===== src/rtl/jcs_pkg.sv =====
package jcs_pkg;

    // Script phases, in the order they are walked.
    typedef enum logic [3:0] {
        PH_IDLE,
        PH_TLR_IN,
        PH_GO_RTI,
        PH_GO_IR1,
        PH_IR1,
        PH_GO_DR,
        PH_DR,
        PH_GO_IR2,
        PH_IR2,
        PH_GO_UPD,
        PH_WAIT,
        PH_TLR_OUT
    } phase_t;

    typedef struct packed {
        logic tms;
        logic tdi;
    } pin_t;

    localparam int unsigned RESET_TCK = 5;

    // Length of the fixed TMS walks between shifts.
    function automatic int unsigned walk_len(phase_t ph);
        case (ph)
            PH_TLR_IN, PH_TLR_OUT: return RESET_TCK;
            PH_GO_RTI, PH_GO_UPD:  return 1;
            PH_GO_IR1, PH_GO_DR:   return 4;
            PH_GO_IR2:             return 5;
            default:               return 0;
        endcase
    endfunction

    // TMS value of step i of a fixed walk.
    function automatic logic walk_tms(phase_t ph, int unsigned i);
        case (ph)
            PH_TLR_IN, PH_TLR_OUT, PH_GO_UPD: return 1'b1;
            PH_GO_IR1, PH_GO_DR:              return (i < 2);
            PH_GO_IR2:                        return (i < 3);
            default:                          return 1'b0;
        endcase
    endfunction

    function automatic phase_t next_phase(phase_t ph);
        case (ph)
            PH_TLR_IN:  return PH_GO_RTI;
            PH_GO_RTI:  return PH_GO_IR1;
            PH_GO_IR1:  return PH_IR1;
            PH_IR1:     return PH_GO_DR;
            PH_GO_DR:   return PH_DR;
            PH_DR:      return PH_GO_IR2;
            PH_GO_IR2:  return PH_IR2;
            PH_IR2:     return PH_GO_UPD;
            PH_GO_UPD:  return PH_WAIT;
            PH_WAIT:    return PH_TLR_OUT;
            default:    return PH_IDLE;
        endcase
    endfunction

    // Command table: a sync/shutdown header, then no-op words.
    function automatic logic [15:0] rom_word(int unsigned i);
        case (i)
            0:       return 16'hFFFF;
            1:       return 16'hAA99;
            2:       return 16'h5566;
            3:       return 16'h30A1;
            4:       return 16'h0007;
            default: return 16'h2000;
        endcase
    endfunction

endpackage


===== src/rtl/jcs_tck_gen.sv =====
module jcs_tck_gen #(
    parameter int unsigned TCK_HALF = 2
) (
    input  logic clk,
    input  logic rst,
    input  logic en,
    output logic tck,
    output logic fall_p
);
    localparam int unsigned CW = (TCK_HALF > 1) ? $clog2(TCK_HALF) : 1;

    logic [CW-1:0] cnt;
    logic          wrap;

    assign wrap   = (cnt == CW'(TCK_HALF - 1));
    assign fall_p = en && tck && wrap;

    always_ff @(posedge clk) begin
        if (rst || !en) begin
            cnt <= '0;
            tck <= 1'b0;
        end else if (wrap) begin
            cnt <= '0;
            tck <= ~tck;
        end else begin
            cnt <= cnt + CW'(1);
        end
    end


    tck_idle_low_chk: assert property (@(posedge clk) disable iff (rst)
        !en |=> !tck);

    generate
        if (TCK_HALF > 1) begin : g_hold

            tck_min_half_chk: assert property (@(posedge clk) disable iff (rst)
                (en && $past(en) && $changed(tck)) |=> $stable(tck));
        end
    endgenerate

endmodule


===== src/rtl/jcs_pkt_rom.sv =====
module jcs_pkt_rom #(
    parameter int unsigned DEPTH = 16,
    parameter int unsigned PKT_W = 16,
    localparam int unsigned AW   = (DEPTH > 1) ? $clog2(DEPTH) : 1
) (
    input  logic [AW-1:0]    addr,
    output logic [PKT_W-1:0] data
);
    logic [PKT_W-1:0] mem [DEPTH];

    generate
        for (genvar g = 0; g < int'(DEPTH); g++) begin : g_ent
            assign mem[g] = PKT_W'(jcs_pkg::rom_word(g));
        end
    endgenerate

    assign data = mem[addr];

endmodule


===== src/rtl/jcs_ctrl.sv =====
module jcs_ctrl
    import jcs_pkg::*;
#(
    parameter int unsigned IR_W        = 6,
    parameter int unsigned PKT_W       = 16,
    parameter int unsigned ROM_DEPTH   = 16,
    parameter int unsigned IDLE_TCK    = 24,
    parameter int unsigned DUMMY_WORDS = 2,
    parameter logic [15:0] DUMMY_WORD  = 16'h2000,
    parameter logic [IR_W-1:0] OPC_CFGIN  = 6'h05,
    parameter logic [IR_W-1:0] OPC_SHUTDN = 6'h0D,
    localparam int unsigned CNT_W = $clog2(ROM_DEPTH + 1),
    localparam int unsigned AW    = (ROM_DEPTH > 1) ? $clog2(ROM_DEPTH) : 1
) (
    input  logic             clk,
    input  logic             rst,
    input  logic             start,
    input  logic [CNT_W-1:0] pkt_cnt,
    input  logic             tck,
    input  logic             fall_p,
    output logic [AW-1:0]    rom_addr,
    input  logic [PKT_W-1:0] rom_data,
    output logic             tms,
    output logic             tdi,
    output logic             busy,
    output logic             done
);
    localparam int unsigned MAXA   = (IDLE_TCK > IR_W) ? IDLE_TCK : IR_W;
    localparam int unsigned MAXLEN = (MAXA > 8) ? MAXA : 8;
    localparam int unsigned IDX_W  = $clog2(MAXLEN + 1);
    localparam int unsigned WSEL_W = $clog2(ROM_DEPTH + DUMMY_WORDS + 1);
    localparam int unsigned BSEL_W = (PKT_W > 1) ? $clog2(PKT_W) : 1;
    localparam int unsigned IRI_W  = (IR_W > 1) ? $clog2(IR_W) : 1;

    phase_t            ph;
    logic [IDX_W-1:0]  idx;
    logic [WSEL_W-1:0] wsel;
    logic [BSEL_W-1:0] bsel;
    logic [WSEL_W-1:0] n_q;

    int unsigned       seg_len;
    logic              seg_last;
    logic              dr_last;
    logic [WSEL_W-1:0] last_word;
    logic [WSEL_W-1:0] n_in;
    logic [PKT_W-1:0]  cur_word;
    logic [IRI_W-1:0]  ir_bit;
    pin_t              pin;

    assign busy      = (ph != PH_IDLE);
    assign last_word = n_q + WSEL_W'(DUMMY_WORDS) - WSEL_W'(1);
    assign n_in      = (pkt_cnt > CNT_W'(ROM_DEPTH)) ? WSEL_W'(ROM_DEPTH) : WSEL_W'(pkt_cnt);
    assign ir_bit    = idx[IRI_W-1:0];
    assign rom_addr  = (wsel < WSEL_W'(ROM_DEPTH)) ? AW'(wsel) : '0;
    assign cur_word  = (wsel < n_q) ? rom_data : PKT_W'(DUMMY_WORD);
    assign dr_last   = (wsel == last_word) && (bsel == BSEL_W'(PKT_W - 1));

    always_comb begin
        case (ph)
            PH_IR1, PH_IR2: seg_len = IR_W;
            PH_WAIT:        seg_len = IDLE_TCK;
            default:        seg_len = walk_len(ph);
        endcase
        if (ph == PH_DR) seg_last = dr_last;
        else             seg_last = (idx == IDX_W'(seg_len - 1));
    end

    always_comb begin
        pin.tms = 1'b1;
        pin.tdi = 1'b0;
        case (ph)
            PH_IDLE: ;
            PH_IR1: begin
                pin.tms = seg_last;
                pin.tdi = OPC_CFGIN[ir_bit];
            end
            PH_IR2: begin
                pin.tms = seg_last;
                pin.tdi = OPC_SHUTDN[ir_bit];
            end
            PH_DR: begin
                pin.tms = seg_last;
                pin.tdi = cur_word[BSEL_W'(PKT_W - 1) - bsel];
            end
            default: pin.tms = walk_tms(ph, 32'(idx));
        endcase
    end

    assign tms = pin.tms;
    assign tdi = pin.tdi;

    always_ff @(posedge clk) begin
        if (rst) begin
            ph   <= PH_IDLE;
            idx  <= '0;
            wsel <= '0;
            bsel <= '0;
            n_q  <= '0;
            done <= 1'b0;
        end else if (ph == PH_IDLE) begin
            if (start) begin
                ph   <= PH_TLR_IN;
                idx  <= '0;
                wsel <= '0;
                bsel <= '0;
                n_q  <= n_in;
                done <= 1'b0;
            end
        end else if (fall_p) begin
            if (seg_last) begin
                ph   <= next_phase(ph);
                idx  <= '0;
                wsel <= '0;
                bsel <= '0;
                if (ph == PH_TLR_OUT) done <= 1'b1;
            end else begin
                idx <= idx + IDX_W'(1);
                if (ph == PH_DR) begin
                    if (bsel == BSEL_W'(PKT_W - 1)) begin
                        bsel <= '0;
                        wsel <= wsel + WSEL_W'(1);
                    end else begin
                        bsel <= bsel + BSEL_W'(1);
                    end
                end
            end
        end
    end


    busy_hold_chk: assert property (@(posedge clk) disable iff (rst)
        (busy && !fall_p) |=> busy);


    entry_tms_chk: assert property (@(posedge clk) disable iff (rst)
        $rose(busy) |-> (tms && ph == PH_TLR_IN));


    pins_stable_chk: assert property (@(posedge clk) disable iff (rst)
        (tck && $past(tck)) |-> ($stable(tms) && $stable(tdi)));


    start_ignored_chk: assert property (@(posedge clk) disable iff (rst)
        (busy && start && !fall_p) |=> ($stable(ph) && $stable(idx)));


    done_at_end_chk: assert property (@(posedge clk) disable iff (rst)
        $fell(busy) |-> done);


    done_hold_chk: assert property (@(posedge clk) disable iff (rst)
        (done && !start) |=> done);

endmodule


===== src/rtl/jcs_seq.sv =====
module jcs_seq #(
    parameter int unsigned TCK_HALF    = 2,
    parameter int unsigned IR_W        = 6,
    parameter int unsigned PKT_W       = 16,
    parameter int unsigned ROM_DEPTH   = 16,
    parameter int unsigned IDLE_TCK    = 24,
    parameter int unsigned DUMMY_WORDS = 2,
    parameter logic [15:0] DUMMY_WORD  = 16'h2000,
    parameter logic [IR_W-1:0] OPC_CFGIN  = 6'h05,
    parameter logic [IR_W-1:0] OPC_SHUTDN = 6'h0D,
    localparam int unsigned CNT_W = $clog2(ROM_DEPTH + 1)
) (
    input  logic             clk,
    input  logic             rst,
    input  logic             start,
    input  logic [CNT_W-1:0] pkt_cnt,
    output logic             tck,
    output logic             tms,
    output logic             tdi,
    output logic             busy,
    output logic             done
);
    localparam int unsigned AW = (ROM_DEPTH > 1) ? $clog2(ROM_DEPTH) : 1;

    logic             fall_p;
    logic [AW-1:0]    rom_addr;
    logic [PKT_W-1:0] rom_data;

    jcs_tck_gen #(.TCK_HALF(TCK_HALF)) tck_i (
        .clk    (clk),
        .rst    (rst),
        .en     (busy),
        .tck    (tck),
        .fall_p (fall_p)
    );

    jcs_pkt_rom #(.DEPTH(ROM_DEPTH), .PKT_W(PKT_W)) rom_i (
        .addr (rom_addr),
        .data (rom_data)
    );

    jcs_ctrl #(
        .IR_W        (IR_W),
        .PKT_W       (PKT_W),
        .ROM_DEPTH   (ROM_DEPTH),
        .IDLE_TCK    (IDLE_TCK),
        .DUMMY_WORDS (DUMMY_WORDS),
        .DUMMY_WORD  (DUMMY_WORD),
        .OPC_CFGIN   (OPC_CFGIN),
        .OPC_SHUTDN  (OPC_SHUTDN)
    ) ctrl_i (
        .clk      (clk),
        .rst      (rst),
        .start    (start),
        .pkt_cnt  (pkt_cnt),
        .tck      (tck),
        .fall_p   (fall_p),
        .rom_addr (rom_addr),
        .rom_data (rom_data),
        .tms      (tms),
        .tdi      (tdi),
        .busy     (busy),
        .done     (done)
    );

endmodule


===== config.mk =====
export PLATFORM = sky130hd
export DESIGN_NAME = jcs_seq
export DESIGN_NICKNAME = d
export VERILOG_FILES = /design/src/rtl/jcs_pkg.sv /design/src/rtl/jcs_tck_gen.sv /design/src/rtl/jcs_pkt_rom.sv /design/src/rtl/jcs_ctrl.sv /design/src/rtl/jcs_seq.sv
export SDC_FILE = /design/constraint.sdc
export NUM_CORES = 1
export LEC_CHECK = 0
export ABC_AREA = 1
export BUFFER_PORTS_ARGS = -buffer_cell sky130_fd_sc_hd__buf_2
export CAP_MARGIN = 20
export CORE_ASPECT_RATIO = 2
export CORE_MARGIN = 2
export CORE_UTILIZATION = 55
export DETAILED_ROUTE_END_ITERATION = 10
export HOLD_SLACK_MARGIN = 0.02
export MAX_ROUTING_LAYER = met4
export PLACE_DENSITY = 0.73
export SLEW_MARGIN = 40
export SYNTH_ARGS = -nofsm -noshare
export SYNTH_HDL_FRONTEND = slang
export SYNTH_SLANG_ARGS = --single-unit

===== constraint.sdc =====
create_clock -name clk -period 2 [get_ports clk]
set_input_delay 0.5 -clock clk [delete_from_list [all_inputs] [get_ports clk]]
set_output_delay 0.5 -clock clk [all_outputs]
set_load 0.03 [all_outputs]

==> results of run 1 <==
==> per-layer routing <==
layer | GRT overflow | GRT usage
met3 | 0 | 0.203
met4 | 3 | 0.629
met5 | - | -
met2 | 3 | 0.894
met1 | 0 | 0.468
==> repair_timing <==
action                     CTS
setup endpoints to repair   27
resized for setup           78
setup buffers               10
pin swaps                   26
==> through the flow <==
step                hold slack, ns  TNS (ns)  area, sq um  utilization
floorplan                    0.413    -0.662         2340            -
detailed placement           0.434     -5.09         2830        0.737
CTS                          0.448     -8.63         3300        0.857
global placement             0.420     -4.31         2830        0.737
==> synthesized netlist by cell type (3+ instances only) <==
| cell | instances | area, sq um |
|---|---|---|
| a21oi_1 | 19 | 95.1 |
| buf_2 | 4 | 20.0 |
| clkbuf_1 | 3 | 11.3 |
| dfxtp_1 | 32 | 641 |
| ha_1 | 12 | 150 |
| inv_1 | 41 | 154 |
| inv_2 | 5 | 18.8 |
| nand2_1 | 72 | 270 |
| nand3_1 | 30 | 150 |
| nand3_2 | 6 | 60.1 |
| nand4_1 | 7 | 43.8 |
| nor2_1 | 37 | 139 |
| nor2_2 | 4 | 25.0 |
| nor3_1 | 3 | 15.0 |
| o211ai_1 | 3 | 22.5 |
| o21ai_0 | 12 | 60.1 |
| xnor2_1 | 6 | 52.6 |
| xor2_1 | 7 | 61.3 |
==> logic make-up after synthesis <==
| logic type | count (synthesis) |
|---|---|
| simple gates | 167 |
| buf+inv | 54 |
| flops | 32 |
| xor+xnor | 13 |
| fa+ha+maj | 12 |
| compound gates | 50 |
==> impl_metrics.ini, run 1 <==
[run_status]
status = did not finish
stop_stage = global routing (5_1_grt)
error_line = [ERROR GRT-0232] Routing congestion too high. Check the congestion heatmap in the GUI.

[place]
place_ws_ns = -0.597
dpl.hpwl_um = 4700
portBuffers = 12
finalWeightedCongestion = 0.928
dp.cells = 437

[die]
num_io_pins = 13
num_rows = 32
start_util = 0.571
die_h_um = 93.4
dieWidth_um = 48.7

[grt]
track_usage = 0.562
grt_max_degree = 12
globalRouteOverflowTotal = 6

[synth]
synthCells = 328
yosysWarnings = 0
synth-simple-area-share = 0.351
synth_ff_type = dfxtp_1
synth-seq-area-share = 0.292
ys_types = 38
synth_seq_cells = 32
synth_edf_count = 0
synth_xor_area_frac = 0.0519
syn-num-nets = 348
async_flop_share = 0
synth.avg_cell_area_sq_um = 6.69
synthesis.area_sq_um = 2200
synth_adder_area_share = 0.0684
synth_mux_area_frac = 0
synth_compound_area_frac = 0.142
synth_top_family_by_area = simple AND/OR/NAND/NOR gates

[clock_tree]
cts_sinks = 32
clockBufferDepth = 2
cts-htree-levels = 2
cts_made_buffers = 5
root_buffer = clkbuf_8
holdBufCountCts = 0

[sta]
worst_endpoint = tdi
worst_endpoint_kind = primary output
==> run 2, diff against run 1 <==
Settings changed: CORE_ASPECT_RATIO 2 to not set, CORE_UTILIZATION 55 to 40, HOLD_SLACK_MARGIN 0.02 to not set, MAX_ROUTING_LAYER met4 to not set, PLACE_DENSITY 0.73 to not set, PLACE_DENSITY_LB_ADDON set to 0.15.
Clock period 2 ns to 2.6 ns, I/O delays scaled along.
==> run 2 against run 1 <==
Effect of this change: the flow now finishes, with violations (negative setup slack); synthesized cell count stayed put; synthesized area unchanged.
==> impl_metrics.ini, run 2 <==
[synth]
synthMostInstantiatedCell = nand2_1
synth_mux_area_frac = 0
syn-num-nets = 348
synth_compound_area_frac = 0.142
ys_types = 38
synthesis.area_sq_um = 2200
synth-seq-area-share = 0.292
synth_ff_type = dfxtp_1
synth.avg_cell_area_sq_um = 6.69
synth_xor_area_frac = 0.0519
synth-simple-area-share = 0.351
synth_top_area_share = 0.292
synthTopCellsByCount = nand2_1 (72), inv_1 (41), nor2_1 (37), dfxtp_1 (32), nand3_1 (30)
synthCells = 328
synth_adder_area_share = 0.0684
synth_top_family_by_area = simple AND/OR/NAND/NOR gates
synth_seq_cells = 32
yosysWarnings = 0
synth_area_leaders = dfxtp_1 (29%), nand2_1 (12%), inv_1 (7.0%)
async_flop_share = 0
synth_edf_count = 0
synth_largest_area_cell = dfxtp_1

[setup_path]
crit_type = flop to output port
cpMostUsedCell = nand2_1
required_ns = 1.95
setup.worst_path.start_class = flop
crit_path_cell_trace = inv_2 -> ha_4 -> a21oi_2 -> o21a_1 -> nand2_2 -> inv_2 -> o211ai_1 -> nand2_1 -> o311ai_1 -> nand2_1 -> o21ai_1 -> inv_1 -> nand2_1 -> nand2_1 -> buf_6
cp-end-kind = output port
cp_data_arrival_time_ns = 2.10
cpPeakStageDelay_ns = 0.34
cp_max_fo = 4
slowest_stage = dfxtp_2

[clock_tree]
clockBufferDepth = 2
cts_tree = yes
holdBufCountCts = 0
path_clk_slew_ns = 0.07
clk_latency_ns = 0.30
cts_made_buffers = 5
cts_sinks = 32
root_buffer = clkbuf_8
cts-htree-levels = 2

[pwr]
power_density_nw_per_um2 = 996
vdd_drop_max_mv = 0.671
leakage_nw = 1.28

[place]
finalWeightedCongestion = 0.839
portBuffers = 12
dpl.hpwl_um = 4080

[die]
die_area_sq_um = 6100
num_rows = 26
core_sq_um = 5200
start_util = 0.422
dieWidth_um = 78.1
die_h_um = 78.1
num_io_pins = 13

[grt]
antenna_found_initial = 0
grt_pass1_wl_um = 9630
grt_pass1_vias = 2208
globalRouteOverflowTotal = 0
track_usage = 0.199
grt_max_degree = 12

[run_status]
status = finished with violations
violations = negative setup slack

[sta]
worstMarginPinSlew_ns = 0.443
finalHoldViolations = 0
period_minus_slack_ns = 2.75
fin_tns_setup_ns = -0.161
fin_worst_skew_ns = 0.00450
rsz0062_at_grt = yes
final.period_utilization = 1.06
fmax_mhz = 363
fin_ws_ns = -0.155
slew_headroom = 0.697
drv_slew = 0
setup_viol_count_final = 2
worst_hold_slack_ns = 0.450

[detailed_routing]
wirelength_um = 5630
vias_per_cell = 5.01
drt-initial-drc-count = 70
via_count = 2210
first_pass_iters = 4
wl_per_cell_um = 12.8
drtAntennaViolNets = 0
drc_errors = 0

[layout]
final_layout_size_suffix_gt1_frac = 0.329
nets = 390
final_core_util = 0.549
num_antenna_cells = 0
mostFrequentLayoutCell = nand2_1
fillers = 513
mostFrequentLayoutCells = nand2_1 (62), inv_1 (34), buf_4 (30)
area_delta_synth_final_pct = 30.1

[worst_hold_path]
hold_class = flop to flop

[run]
drv_cap = 0
-- run 2: cell counts after synthesis --
No cell type changed its count.
-- run 2: cell type report --
cell class,instances,area [sq um],share of cell area
Inverter,47,181,0.0635
Multi-Input combinational cell,242,1540,0.538
Tap cell,70,87.6,0.0306
Clock inverter,1,7.51,0.00263
Timing Repair Buffer,42,298,0.104
Clock buffer,7,86.3,0.0302
Sequential cell,32,659,0.231
-- run 2: critical path: cells and delay by family (launching register included) --
kind            cells  cell delay (ns)
flops               1             0.34
compound gates      5             0.54
buf+inv             4             0.29
fa+ha+maj           1             0.26
simple gates        5             0.38
-- run 2: cell families (layout without fill, tap and decap cells) --
group / count (synthesis) / count (layout)
AOI/OAI and AO/OA: 50 / 50
xor gates and xnor gates: 13 / 13
adders and majority gates: 12 / 12
buffers and inverters: 54 / 97
and+or+nand+nor: 167 / 167
DFF: 32 / 32
-- run 2: timing repair --
action,in CTS,in global routing
resized for setup,51,21
pin swaps,22,13
endpoints found under the setup margin,2,13
setup buffers,6,4
gates cloned,0,0
-- run 2: worst paths after layout --
path / from / to / slack (ns) / cells past startpoint
setup / recovery: ctrl_i.n_q[2] / tdi / -0.15 / 15
hold / removal: tck_i.cnt / tck_i.cnt / 0.45 / 1
setup reg to reg: ctrl_i.ph[3] / ctrl_i.wsel[2] / 0.20 / 20
hold reg to reg: tck_i.cnt / tck_i.cnt / 0.45 / 1
-- run 2: report_power, final --
group / internal [mW] / switching (mW)
Combinational: 0.634 / 1.08
Clock: 0.215 / 0.197
Sequential: 0.618 / 0.104
Total: 1.47 / 1.38
-- run 2: per-stage QoR --
step / power, mW / cells / setup WS [ns] / instance area, sq um
final: 2.85 / 441 / -0.155 / 2860
after global routing: 3.10 / 441 / -0.373 / 2860
after CTS: 2.72 / 438 / -0.173 / 2760
after detailed placement: 2.15 / 424 / -0.0538 / 2470
after global placement: 2.14 / 424 / 0.00286 / 2470
after floorplan: 1.76 / 328 / 0.0771 / 2200
-- run 2: layer usage --
| metal | global-route usage | routed length [um] | vias up |
|---|---|---|---|
| li1 | - | - | 1156 |
| met1 | 0.226 | 2570 | 1018 |
| met2 | 0.352 | 2800 | 25 |
| met3 | 0.0506 | 127 | 11 |
| met4 | 0.0825 | 136 | 0 |
| met5 | 0 | 0 | - |
Note: power is estimated with default switching activity, not from simulation.
==> run 3, diff against run 2 <==
Settings changed: BUFFER_PORTS_ARGS -buffer_cell sky130_fd_sc_hd__buf_2 to not set, CORE_ASPECT_RATIO set to 0.6, DONT_BUFFER_PORTS set to 1, SYNTH_HIERARCHICAL set to 1.
==> run 3 against run 2 <==
Effect of this change: the run still ends with negative setup slack left; synthesized area increased by 10%; critical path type unchanged; register-to-register slack worse by 0.07 ns; die area up 9.9%; clock skew is 0.00051 ns higher; clock power hardly changed; sequential power barely moved; global-route usage down 1.3 points; via count rose by 3.8%.
==> impl_metrics.ini, run 3 <==
[synth]
synthesis.area_sq_um = 2420
synthTopCellsByCount = nand2_1 (69), inv_1 (48), nor2_1 (38), dfxtp_1 (32), nand3_1 (31)
synthCells = 361
synthMostInstantiatedCell = nand2_1
ys_types = 40
synth_area_leaders = dfxtp_1 (27%), nand2_1 (11%), inv_1 (7.5%)
synth_top_area_share = 0.265
synth_edf_count = 0
syn-num-nets = 381
synth_ff_type = dfxtp_1
synth_largest_area_cell = dfxtp_1
synth-seq-area-share = 0.265
synth.avg_cell_area_sq_um = 6.70
yosysWarnings = 6
async_flop_share = 0
synth_seq_cells = 32

[detailed_routing]
wl_met3_um = 365
first_pass_iters = 4
vias_per_cell = 4.86
via_count = 2293
met2_length_um = 2290
wirelength_um = 6040
drc_errors = 0
drtAntennaViolNets = 0
topRoutingLayerUsed = met4
wl_per_cell_um = 12.8
wl_met1_um = 3360
drt-initial-drc-count = 157

[grt]
grt_max_degree = 10
globalRouteOverflowTotal = 0
track_usage = 0.186
grt_pass1_wl_um = 9920
grt_pass1_vias = 2072
antenna_found_initial = 0

[sta]
setup_viol_count_final = 2
final.period_utilization = 1.09
worst_hold_slack_ns = 0.427
drv_slew = 0
fin_worst_skew_ns = 0.00501
slew_headroom = 0.605
rsz0062_at_grt = yes
worstMarginPinSlew_ns = 0.577
period_minus_slack_ns = 2.83
fmax_mhz = 353
fin_ws_ns = -0.234
finalHoldViolations = 0
fin_tns_setup_ns = -0.248

[pwr]
power_density_nw_per_um2 = 928
vdd_drop_max_mv = 0.459
leakage_nw = 1.35

[clock_tree]
root_buffer = clkbuf_8
clockBufferDepth = 2
cts_tree = yes
path_clk_slew_ns = 0.07
cts_sinks = 32
holdBufCountCts = 0
cts-htree-levels = 2
cts_made_buffers = 5
clk_latency_ns = 0.28

[setup_path]
crit_type = flop to output port
r2r_cells = 18
cpMostUsedCell = nand2_1
slowest_stage = dfxtp_2
cp_data_arrival_time_ns = 2.18
cp-end-kind = output port
cpPeakStageDelay_ns = 0.34
cp_max_fo = 3
crit_path_cell_trace = inv_2 -> ha_4 -> a21oi_2 -> nor2_1 -> o21ai_1 -> nand2_1 -> a21oi_2 -> nand2_1 -> a21oi_1 -> o21ai_1 -> nand3_1 -> nand2_1 -> nand2_1 -> nand2_1 -> nand2_2 -> buf_12
required_ns = 1.95
rrSetupSlack_ns = 0.13
reg2reg_from = ctrl_i/ph[3]
setup.worst_path.start_class = flop

[layout]
area_delta_synth_final_pct = 26.5
mostFrequentLayoutCells = nand2_1 (58), inv_1 (41), buf_4 (35)
fillers = 556
mostFrequentLayoutCell = nand2_1
regArea_sq_um = 663
num_antenna_cells = 0
final_layout_size_suffix_gt1_frac = 0.349
multi_input_area_sq_um = 1670
nets = 412
stdcell_count = 472

[place]
finalWeightedCongestion = 0.923
portBuffers = 0
dp.cells = 455
dpl.hpwl_um = 4580
place_ws_ns = -0.0785

[die]
dieWidth_um = 104
num_io_pins = 13
start_util = 0.424
num_rows = 21
die_h_um = 64.2
die_area_sq_um = 6700
core_sq_um = 5700

[worst_hold_path]
min_to = ctrl_i/wsel[4]
holdPathStages = 1
hp-start = rst
hold_class = input port to flop

[run_status]
violations = negative setup slack
status = finished with violations

[run]
drv_cap = 0
==> run 3: cell types whose count changed after synthesis, moves of 4 or more <==
cell     before  now
o22ai_1       2    6
nor2_2        4    8
nand2_2       2    9
nand4_1       7    3
nor2_4        0    4
inv_1        41   48
buf_4         0    9
==> run 3: through the flow <==
| step | cell area (sq um) | total power, mW | util |
|---|---|---|---|
| 2_1_floorplan | 2420 | 1.77 | - |
| 4_1_cts | 2840 | 2.63 | 0.498 |
| 3_5_place_dp | 2650 | 2.14 | 0.464 |
| 3_3_place_gp | 2650 | 2.13 | 0.464 |
| 6_report | 3060 | 2.84 | 0.536 |
| 5_1_grt | 3060 | 3.07 | 0.536 |
==> run 3: worst max-delay path, delay by kind of cell (launching register included) <==
family | cells | cell delay [ns]
compound gates | 5 | 0.59
fa+ha+maj | 1 | 0.20
buf+inv | 2 | 0.17
flops | 1 | 0.34
simple gates | 8 | 0.59
==> run 3: cells by family (layout without fill, tap and decap cells) <==
family / Yosys count / in the layout / synth area share
AO/OA/AOI/OAI: 49 / 49 / 0.124
XOR/XNOR: 14 / 14 / 0.0507
adder cells (fa/ha/maj): 12 / 12 / 0.0621
buffers and inverters: 72 / 103 / 0.129
flip-flops: 32 / 32 / 0.265
AND/OR/NAND/NOR: 182 / 182 / 0.369
==> run 3: where the power goes <==
part,internal (mW),leakage [nW],switching [mW]
clock,0.236,0.0503,0.178
combinational,0.647,1.03,1.05
sequential,0.609,0.267,0.116
==> run 3: worst max path at each step <==
stage,endpoint,start,slack (ns),cells past startpoint
global route,tdi,ctrl_i/n_q[2],-0.36,16
CTS,tdi,ctrl_i/n_q[1],-0.26,16
detailed placement,tdi,ctrl_i/n_q[1],-0.08,16
finish,tdi,ctrl_i/n_q[1],-0.23,16
global placement,tdi,ctrl_i/n_q[1],-0.05,15
floorplan,tdi,ctrl_i/n_q[1],0.04,15
==> run 3: routing by layer <==
layer / up-vias / global-route usage
li1: 1221 / -
met1: 1014 / 0.288
met4: 0 / 0.0405
met3: 4 / 0.0500
met5: - / 0
met2: 54 / 0.247
==> run 3: area by class of cell <==
type | count | area share
Clock buffer | 7 | 0.0315
Tap cell | 80 | 0.0327
Multi-Input combinational cell | 257 | 0.545
Inverter | 58 | 0.0736
Timing Repair Buffer | 38 | 0.0998
Sequential cell | 32 | 0.217
==> run 3: timing repair <==
item                                    in CTS  in global routing
hold endpoints to repair                     0                  0
setup buffers                                2                  8
pin swaps                                   13                 25
endpoints found under the setup margin       2                  5
resized for setup                           28                 45
